File: src/rtl/sram_lane_pkg.sv
package sram_lane_pkg;

   typedef enum logic [2:0] {
      ST_IDLE,
      ST_WSETUP,
      ST_WPULSE,
      ST_WHOLD,
      ST_TURN,
      ST_RACC,
      ST_DONE
   } st_e;

   // Whole cycles covering t_ps, never below one.
   function automatic int cyc_of(input int t_ps, input int clk_ps);
      int c;
      c = (t_ps + clk_ps - 1) / clk_ps;
      return (c < 1) ? 1 : c;
   endfunction

   function automatic int max2(input int a, input int b);
      return (a > b) ? a : b;
   endfunction

endpackage

File: src/rtl/sram_phase_timer.sv
module sram_phase_timer #(
   parameter int CNT_W = 4
) (
   input  logic             clk,
   input  logic             rst,
   input  logic             load,
   input  logic [CNT_W-1:0] load_val,
   output logic             last
);

   logic [CNT_W-1:0] cnt_q;

   always_ff @(posedge clk) begin
      if (rst)               cnt_q <= '0;
      else if (load)         cnt_q <= load_val;
      else if (cnt_q != '0)  cnt_q <= cnt_q - 1'b1;
   end

   assign last = (cnt_q == '0);

endmodule

File: src/rtl/sram_lane_gate.sv
module sram_lane_gate #(
   parameter int LANES  = 2,
   parameter int LANE_W = 8,
   localparam int DW    = LANES * LANE_W
) (
   input  logic             clk,
   input  logic             rst,
   input  logic             act,
   input  logic [LANES-1:0] mask,
   input  logic             capture,
   input  logic [DW-1:0]    dq_in,
   output logic [LANES-1:0] bs_n,
   output logic [DW-1:0]    rdata
);

   for (genvar i = 0; i < LANES; i++) begin : g_lane
      assign bs_n[i] = ~(act & mask[i]);

      always_ff @(posedge clk) begin
         if (rst)
            rdata[i*LANE_W +: LANE_W] <= '0;
         else if (capture)
            rdata[i*LANE_W +: LANE_W] <= mask[i] ? dq_in[i*LANE_W +: LANE_W] : '0;
      end
   end

endmodule

File: src/rtl/sram_lane_ctrl.sv
module sram_lane_ctrl
   import sram_lane_pkg::*;
#(
   parameter int ADDR_W    = 18,
   parameter int DATA_W    = 16,
   parameter int CLK_PS    = 5000,
   parameter int T_AS_PS   = 0,
   parameter int T_WP_PS   = 10000,
   parameter int T_AW_PS   = 10000,
   parameter int T_WC_PS   = 15000,
   parameter int T_DH_PS   = 0,
   parameter int T_ACC_PS  = 15000,
   parameter int T_TURN_PS = 7000,
   localparam int LANES    = DATA_W / 8
) (
   input  logic              clk,
   input  logic              rst,
   input  logic              host_req,
   input  logic              host_we,
   input  logic [ADDR_W-1:0] host_addr,
   input  logic [DATA_W-1:0] host_wdata,
   input  logic [LANES-1:0]  host_mask,
   output logic              host_ack,
   output logic [DATA_W-1:0] host_rdata,
   output logic [ADDR_W-1:0] mem_addr,
   output logic              mem_cs_n,
   output logic              mem_oe_n,
   output logic              mem_we_n,
   output logic [LANES-1:0]  mem_bs_n,
   output logic [DATA_W-1:0] mem_dq_out,
   output logic              mem_dq_oe,
   input  logic [DATA_W-1:0] mem_dq_in
);

   localparam int AS_CYC   = cyc_of(T_AS_PS, CLK_PS);
   localparam int DH_CYC   = cyc_of(T_DH_PS, CLK_PS);
   localparam int WP_WC    = cyc_of(T_WC_PS, CLK_PS) - AS_CYC - DH_CYC;
   localparam int WP_AW    = cyc_of(T_AW_PS, CLK_PS) - AS_CYC;
   localparam int WP_CYC   = max2(cyc_of(T_WP_PS, CLK_PS), max2(WP_WC, WP_AW));
   localparam int ACC_CYC  = cyc_of(T_ACC_PS, CLK_PS);
   localparam int TURN_CYC = cyc_of(T_TURN_PS, CLK_PS);
   localparam int MAX_CYC  = max2(max2(AS_CYC, DH_CYC), max2(WP_CYC, max2(ACC_CYC, TURN_CYC)));
   localparam int CNT_W    = $clog2(MAX_CYC + 1);

   if (DATA_W < 8 || (DATA_W % 8) != 0) begin : g_bad_width
      $error("DATA_W must be a positive multiple of 8");
   end
   if (CLK_PS <= 0) begin : g_bad_clk
      $error("CLK_PS must be positive");
   end
   if (ADDR_W < 1) begin : g_bad_addr
      $error("ADDR_W must be at least 1");
   end

   st_e               st_q, st_d;
   logic              tmr_load, tmr_last;
   logic [CNT_W-1:0]  tmr_val;
   logic [ADDR_W-1:0] addr_q;
   logic [DATA_W-1:0] wdata_q;
   logic [LANES-1:0]  mask_q;
   logic              wrote_q;
   logic              cs_n_q, oe_n_q, we_n_q, dq_oe_q, act_q, ack_q;
   logic              accept, capture;

   assign accept  = (st_q == ST_IDLE) && host_req;
   assign capture = (st_q == ST_RACC) && tmr_last;

   always_comb begin
      st_d     = st_q;
      tmr_load = 1'b0;
      tmr_val  = '0;
      unique case (st_q)
         ST_IDLE: if (host_req) begin
            tmr_load = 1'b1;
            if (host_mask == '0) begin
               st_d = ST_DONE;
            end else if (host_we) begin
               st_d    = ST_WSETUP;
               tmr_val = CNT_W'(AS_CYC - 1);
            end else if (wrote_q) begin
               st_d    = ST_TURN;
               tmr_val = CNT_W'(TURN_CYC - 1);
            end else begin
               st_d    = ST_RACC;
               tmr_val = CNT_W'(ACC_CYC - 1);
            end
         end
         ST_WSETUP: if (tmr_last) begin
            st_d = ST_WPULSE; tmr_load = 1'b1; tmr_val = CNT_W'(WP_CYC - 1);
         end
         ST_WPULSE: if (tmr_last) begin
            st_d = ST_WHOLD; tmr_load = 1'b1; tmr_val = CNT_W'(DH_CYC - 1);
         end
         ST_WHOLD: if (tmr_last) st_d = ST_DONE;
         ST_TURN: if (tmr_last) begin
            st_d = ST_RACC; tmr_load = 1'b1; tmr_val = CNT_W'(ACC_CYC - 1);
         end
         ST_RACC: if (tmr_last) st_d = ST_DONE;
         ST_DONE: st_d = ST_IDLE;
         default: st_d = ST_IDLE;
      endcase
   end

   always_ff @(posedge clk) begin
      if (rst) begin
         st_q    <= ST_IDLE;
         cs_n_q  <= 1'b1;
         oe_n_q  <= 1'b1;
         we_n_q  <= 1'b1;
         dq_oe_q <= 1'b0;
         act_q   <= 1'b0;
         ack_q   <= 1'b0;
         wrote_q <= 1'b0;
         addr_q  <= '0;
         wdata_q <= '0;
         mask_q  <= '0;
      end else begin
         st_q    <= st_d;
         act_q   <= st_d inside {ST_WSETUP, ST_WPULSE, ST_WHOLD, ST_RACC};
         cs_n_q  <= !(st_d inside {ST_WSETUP, ST_WPULSE, ST_WHOLD, ST_RACC});
         we_n_q  <= (st_d != ST_WPULSE);
         oe_n_q  <= (st_d != ST_RACC);
         dq_oe_q <= st_d inside {ST_WPULSE, ST_WHOLD};
         ack_q   <= (st_d == ST_DONE);
         if (accept) begin
            addr_q  <= host_addr;
            wdata_q <= host_wdata;
            mask_q  <= host_mask;
         end
         if (st_q == ST_WHOLD && tmr_last)     wrote_q <= 1'b1;
         else if (st_q == ST_TURN && tmr_last) wrote_q <= 1'b0;
      end
   end

   sram_phase_timer #(.CNT_W(CNT_W)) u_timer (
      .clk      (clk),
      .rst      (rst),
      .load     (tmr_load),
      .load_val (tmr_val),
      .last     (tmr_last)
   );

   sram_lane_gate #(.LANES(LANES), .LANE_W(8)) u_lanes (
      .clk     (clk),
      .rst     (rst),
      .act     (act_q),
      .mask    (mask_q),
      .capture (capture),
      .dq_in   (mem_dq_in),
      .bs_n    (mem_bs_n),
      .rdata   (host_rdata)
   );

   assign host_ack   = ack_q;
   assign mem_addr   = addr_q;
   assign mem_cs_n   = cs_n_q;
   assign mem_oe_n   = oe_n_q;
   assign mem_we_n   = we_n_q;
   assign mem_dq_out = wdata_q;
   assign mem_dq_oe  = dq_oe_q;

   a_r1_idle_quiet: assert property (@(posedge clk) disable iff (rst)
      mem_cs_n |-> (mem_we_n && mem_oe_n && (&mem_bs_n) && !mem_dq_oe));

   a_r3_drive_in_pulse: assert property (@(posedge clk) disable iff (rst)
      !mem_we_n |-> mem_dq_oe);

   a_r4_addr_in_pulse: assert property (@(posedge clk) disable iff (rst)
      !mem_we_n |-> $stable(mem_addr));

   a_r4_addr_after_rise: assert property (@(posedge clk) disable iff (rst)
      $rose(mem_we_n) |-> ($stable(mem_addr) && !mem_cs_n));

   a_r6_no_fight: assert property (@(posedge clk) disable iff (rst)
      mem_dq_oe |-> mem_oe_n);

   a_r7_ack_single: assert property (@(posedge clk) disable iff (rst)
      host_ack |=> !host_ack);

   a_r9_lane_needed: assert property (@(posedge clk) disable iff (rst)
      (!mem_we_n || !mem_oe_n) |-> !(&mem_bs_n));

endmodule

File: config.mk
export PLATFORM = sky130hd
export DESIGN_NAME = sram_lane_ctrl
export DESIGN_NICKNAME = d
export VERILOG_FILES = /design/src/rtl/sram_lane_pkg.sv /design/src/rtl/sram_phase_timer.sv /design/src/rtl/sram_lane_gate.sv /design/src/rtl/sram_lane_ctrl.sv
export SDC_FILE = /design/constraint.sdc
export NUM_CORES = 1
export LEC_CHECK = 0
export CELL_PAD_IN_SITES_DETAIL_PLACEMENT = 1
export CELL_PAD_IN_SITES_GLOBAL_PLACEMENT = 1
export CORE_ASPECT_RATIO = 0.9
export CORE_MARGIN = 5
export CORE_UTILIZATION = 29
export CTS_CLUSTER_SIZE = 30
export DETAILED_ROUTE_END_ITERATION = 7
export PLACE_DENSITY = 0.82
export SLEW_MARGIN = 5
export SYNTH_ARGS = -nofsm -noshare
export SYNTH_HDL_FRONTEND = slang
export SYNTH_SLANG_ARGS = --single-unit
export TNS_END_PERCENT = 30
File: constraint.sdc
create_clock -name clk -period 2.3 [get_ports clk]
set_input_delay 0.46 -clock clk [delete_from_list [all_inputs] [get_ports clk]]
set_output_delay 0.46 -clock clk [all_outputs]
set_load 0.05 [all_outputs]
==> results_tabular.tex <==
\begin{tabular}{lr}
\hline
Metric & Value \\
\hline
\multicolumn{2}{l}{\textbf{Outcome}} \\
\quad Run status & completed \\
\multicolumn{2}{l}{\textbf{Worst setup path}} \\
\quad Total number of cells along the worst setup path & 2 \\
\quad Kind of start point of the critical path & register \\
\quad Register-to-Register Setup Slack & 510 ps \\
\quad R2R Path Start & u\_timer.cnt\_q[1] \\
\quad Max stage delay on crit path & 800 ps \\
\quad Worst R2R End & u\_lanes.rdata[2] \\
\quad WP buf/inv & 1 \\
\quad Cell with the biggest individual delay on the critical path & clkdlybuf4s50\_1 \\
\quad Ordered cell list for the critical path & nand2\_1, clkdlybuf4s50\_1 \\
\quad Data required, critical path & 1840 ps \\
\quad Endpoint class of the critical path & primary output \\
\quad Depth of the most critical reg-to-reg path & 6 \\
\quad Data arrival at the endpoint of the critical path & 1510 ps \\
\quad WS Path Type & reg -> out \\
\quad Largest delay share family, worst path & buffers and inverters \\
\quad Critical-path maximum fanout & 2 \\
\multicolumn{2}{l}{\textbf{Timing}} \\
\quad Crit path setup slack, layout & 328 ps \\
\quad Setup Total Neg Slack & 0 ps \\
\quad Fin Clk Skew & 7.43 ps \\
\quad Worst Max-Slew Pin Slew & 560 ps \\
\quad Setup repair after global routing missed its margin & no \\
\quad Final count of hold timing violations & 0 \\
\quad Final Critical Period & 1970 ps \\
\quad Ratio of final minimum period to clock period & 85.7\% \\
\quad Highest clock rate & 507 MHz \\
\quad Final max-slew violation count & 0 \\
\quad Setup violations, final & 0 \\
\quad Headroom to the max-slew limit & 62.6\% \\
\quad Worst hold margin & 453 ps \\
\multicolumn{2}{l}{\textbf{Logic synthesis}} \\
\quad Syn Std Cell Area & 2450 sq um \\
\quad Post-synthesis net count & 353 \\
\quad Netlist cell types & 36 \\
\quad Count of synthesis-stage warnings from yosys & 0 \\
\quad Post-Synthesis Cells & 296 \\
\quad Post-synthesis register bit count & 64 \\
\quad Portion of the post-synthesis area used by sequential elements & 52.2\% \\
\quad Mean instance size in the synthesized netlist & 8.28 sq um \\
\multicolumn{2}{l}{\textbf{Detailed routing}} \\
\quad Vias per Instance & 4.71 \\
\quad Total iterations of the first detailed-routing run & 4 \\
\quad Aggregate routed wire length & 7.70 mm \\
\quad Via total after detailed routing & 2409 \\
\quad WL per Instance & 15.1 um \\
\quad Residual antenna-violating net count after detailed routing & 0 \\
\quad DRC errors left & 0 \\
\quad Number of design-rule violations left by the first detailed-router iteration & 42 \\
\multicolumn{2}{l}{\textbf{Cells and area}} \\
\quad Commonest cells after routing, fill and taps aside & clkdlybuf4s50\_1 (111), nand2\_1 (92), dfxtp\_1 (64), a21oi\_1 (54), nand3\_1 (16) \\
\quad Area of all placed cells without fillers & 3900 sq um \\
\quad Final net count & 464 \\
\quad Syn-to-layout area delta & 58.9\% \\
\quad Share of layout cells above drive strength 1 & 8.50\% \\
\quad Leading cell type in the layout, fill and taps excluded & clkdlybuf4s50\_1 \\
\quad Number of antenna diodes & 0 \\
\multicolumn{2}{l}{\textbf{Pwr}} \\
\quad Internal power & 2720 uW \\
\quad Net load switching power & 1760 uW \\
\quad Clk pwr share & 25.4\% \\
\quad Lkg Pwr & 0.00140 uW \\
\quad Power per Cell Area & 1150 nW/um\^{}2 \\
\quad Switching portion of total power & 39.3\% \\
\quad Reg power frac & 32.3\% \\
\quad Combinational fraction of design power & 42.3\% \\
\quad Maximum vdd ir drop & 0.725 mV \\
\quad Overall power consumption & 4490 uW \\
\multicolumn{2}{l}{\textbf{Floorplanning}} \\
\quad Cell row count & 31 \\
\quad Die Footprint & 10400 sq um \\
\quad Die Span Y & 97.2 um \\
\quad Area inside the core boundary & 8150 sq um \\
\quad I/O pin total & 113 \\
\quad Die boundary width & 107 um \\
\quad Effective utilization at floorplan & 30.1\% \\
\multicolumn{2}{l}{\textbf{Run}} \\
\quad Max-cap violations & 0 \\
\multicolumn{2}{l}{\textbf{Global route}} \\
\quad Sum of overflow across all layers after global routing & 0 \\
\quad All-Layer GR Usage & 14.7\% \\
\quad Number of antenna violations at the first check in global routing & 0 \\
\quad Pin count of the biggest net entering global routing & 28 \\
\quad Global-route wire length before repair & 12.4 mm \\
\quad Vias in the first global route & 2505 \\
\multicolumn{2}{l}{\textbf{Clock network}} \\
\quad Buffers from clock root to sink, at most & 2 \\
\quad Clock tree root buffer cell & clkbuf\_8 \\
\quad Source-to-sink clock delay at the later pin of the worst-skew pair & 330 ps \\
\quad Number of gates resized after CTS & 0 \\
\quad H-tree depth & 3 \\
\quad CTS tree & done \\
\quad CTS buffer count & 9 \\
\quad Count of hold-fix buffers inserted at cts & 0 \\
\quad Reg clk slew, reported paths & 70 ps \\
\quad Number of sinks driven by the clock tree & 64 \\
\quad Number of buffers inserted to repair setup after CTS & 0 \\
\multicolumn{2}{l}{\textbf{Min path}} \\
\quad Worst min-delay path startpoint & u\_lanes.rdata[10] \\
\quad Cells on Worst Hold Path & 2 \\
\quad Sink of the worst hold path & u\_lanes.rdata[10] \\
\quad Worst hold path class & reg -> reg \\
\multicolumn{2}{l}{\textbf{Placement}} \\
\quad Post-place setup slack & 193 ps \\
\quad Dpl cell area & 3660 sq um \\
\quad Gpl congestion & 0.807 \\
\quad Port bufs & 112 \\
\quad HPWL after detailed placement & 5.86 mm \\
\hline
\end{tabular}
[state kept, by name (all words and copies together) (netlist names)]
name,count
mem_addr,18
mem_dq_out,16
u_lanes.rdata,16
st_q,3
mask_q,2
u_timer.cnt_q,2
act_q,1
host_ack,1
mem_cs_n,1
mem_dq_oe,1
mem_oe_n,1
mem_we_n,1
wrote_q,1
[power groups by stage]
stage          logic [uW]  registers [uW]  clock network [uW]
2_1_floorplan         825            1940                   0
3_3_place_gp         1870            1470                   0
3_5_place_dp         1920            1480                   0
4_1_cts              1920            1450                1180
5_1_grt              2030            1480                1230
6_report             1900            1450                1140
[synth_stat cells]
master | number | area [sq um]
buf_4 | 1 | 7.51
a221o_1 | 1 | 10.0
nor2b_1 | 3 | 18.8
a221oi_1 | 1 | 8.76
and2_1 | 1 | 6.26
ha_1 | 1 | 12.5
a311oi_2 | 1 | 15.0
xnor2_1 | 1 | 8.76
o21ai_0 | 4 | 20.0
buf_2 | 6 | 30.0
nor3_2 | 1 | 10.0
nor2_1 | 9 | 33.8
and3_1 | 1 | 6.26
buf_6 | 2 | 22.5
and4bb_1 | 1 | 12.5
xor2_1 | 1 | 8.76
nor2_4 | 1 | 11.3
inv_1 | 3 | 11.3
a211oi_1 | 1 | 7.51
o21ai_1 | 1 | 5.00
a21oi_1 | 54 | 270
nand3_1 | 16 | 80.1
o21a_1 | 2 | 15.0
nand2_1 | 92 | 345
a21o_1 | 1 | 7.51
a222oi_1 | 1 | 10.0
nor4b_4 | 1 | 23.8
a221oi_2 | 1 | 15.0
dfxtp_1 | 64 | 1280
or4b_4 | 1 | 13.8
and2_2 | 1 | 7.51
nor3_1 | 2 | 10.0
a311oi_4 | 1 | 26.3
o2111ai_1 | 1 | 8.76
clkbuf_1 | 14 | 52.6
nand2b_1 | 3 | 18.8
[layer usage]
| metal | vias up | track usage (%) | wire length, um |
|---|---|---|---|
| li1 | 1208 | - | - |
| met1 | 1130 | 17.4 | 3390 |
| met2 | 68 | 25.5 | 3820 |
| met3 | 3 | 5.51 | 464 |
| met4 | 0 | 2.95 | 22 |
| met5 | - | 0 | 0 |
[worst min-delay path: cells and delay by family (launching register included)]
kind / cells / cell delay, ps
simple gates: 1 / 50
flops: 1 / 310
compound gates: 1 / 50
[worst max-delay path by stage]
stage / to / slack (ps) / start
4_1_cts: mem_bs_n[0] / 310 / act_q
2_1_floorplan: act_q / 560 / u_timer.cnt_q[0]
5_1_grt: host_rdata[11] / 280 / u_lanes.rdata[11]
6_report: mem_bs_n[1] / 330 / act_q
3_3_place_gp: mem_cs_n / 220 / host_req
3_5_place_dp: mem_cs_n / 190 / host_req
[metrics by stage]
step | instances | util [%]
after floorplan | 296 | -
after global placement | 495 | 45.0
after detailed placement | 495 | 45.0
after CTS | 511 | 47.8
after global routing | 511 | 47.8
final | 511 | 47.8
[area by class of cell]
class | instances | area [sq um]
fill | 955 | 4250
sequential | 64 | 1280
timing repair buffer | 123 | 1200
multi-input combinational | 206 | 1050
clock buffer | 10 | 128
tap | 99 | 124
clock inverter | 6 | 108
inverter | 3 | 11.3
[logic make-up (layout without fill, tap and decap cells)]
family / after synthesis / after routing / synth area share (%)
compound gates: 70 / 70 / 17.1
xor+xnor: 2 / 2 / 0.714
fa+ha+maj: 1 / 1 / 0.510
buf+inv: 26 / 142 / 5.05
flops: 64 / 64 / 52.2
simple gates: 133 / 133 / 24.4
Power figures use the tool's default switching activity.
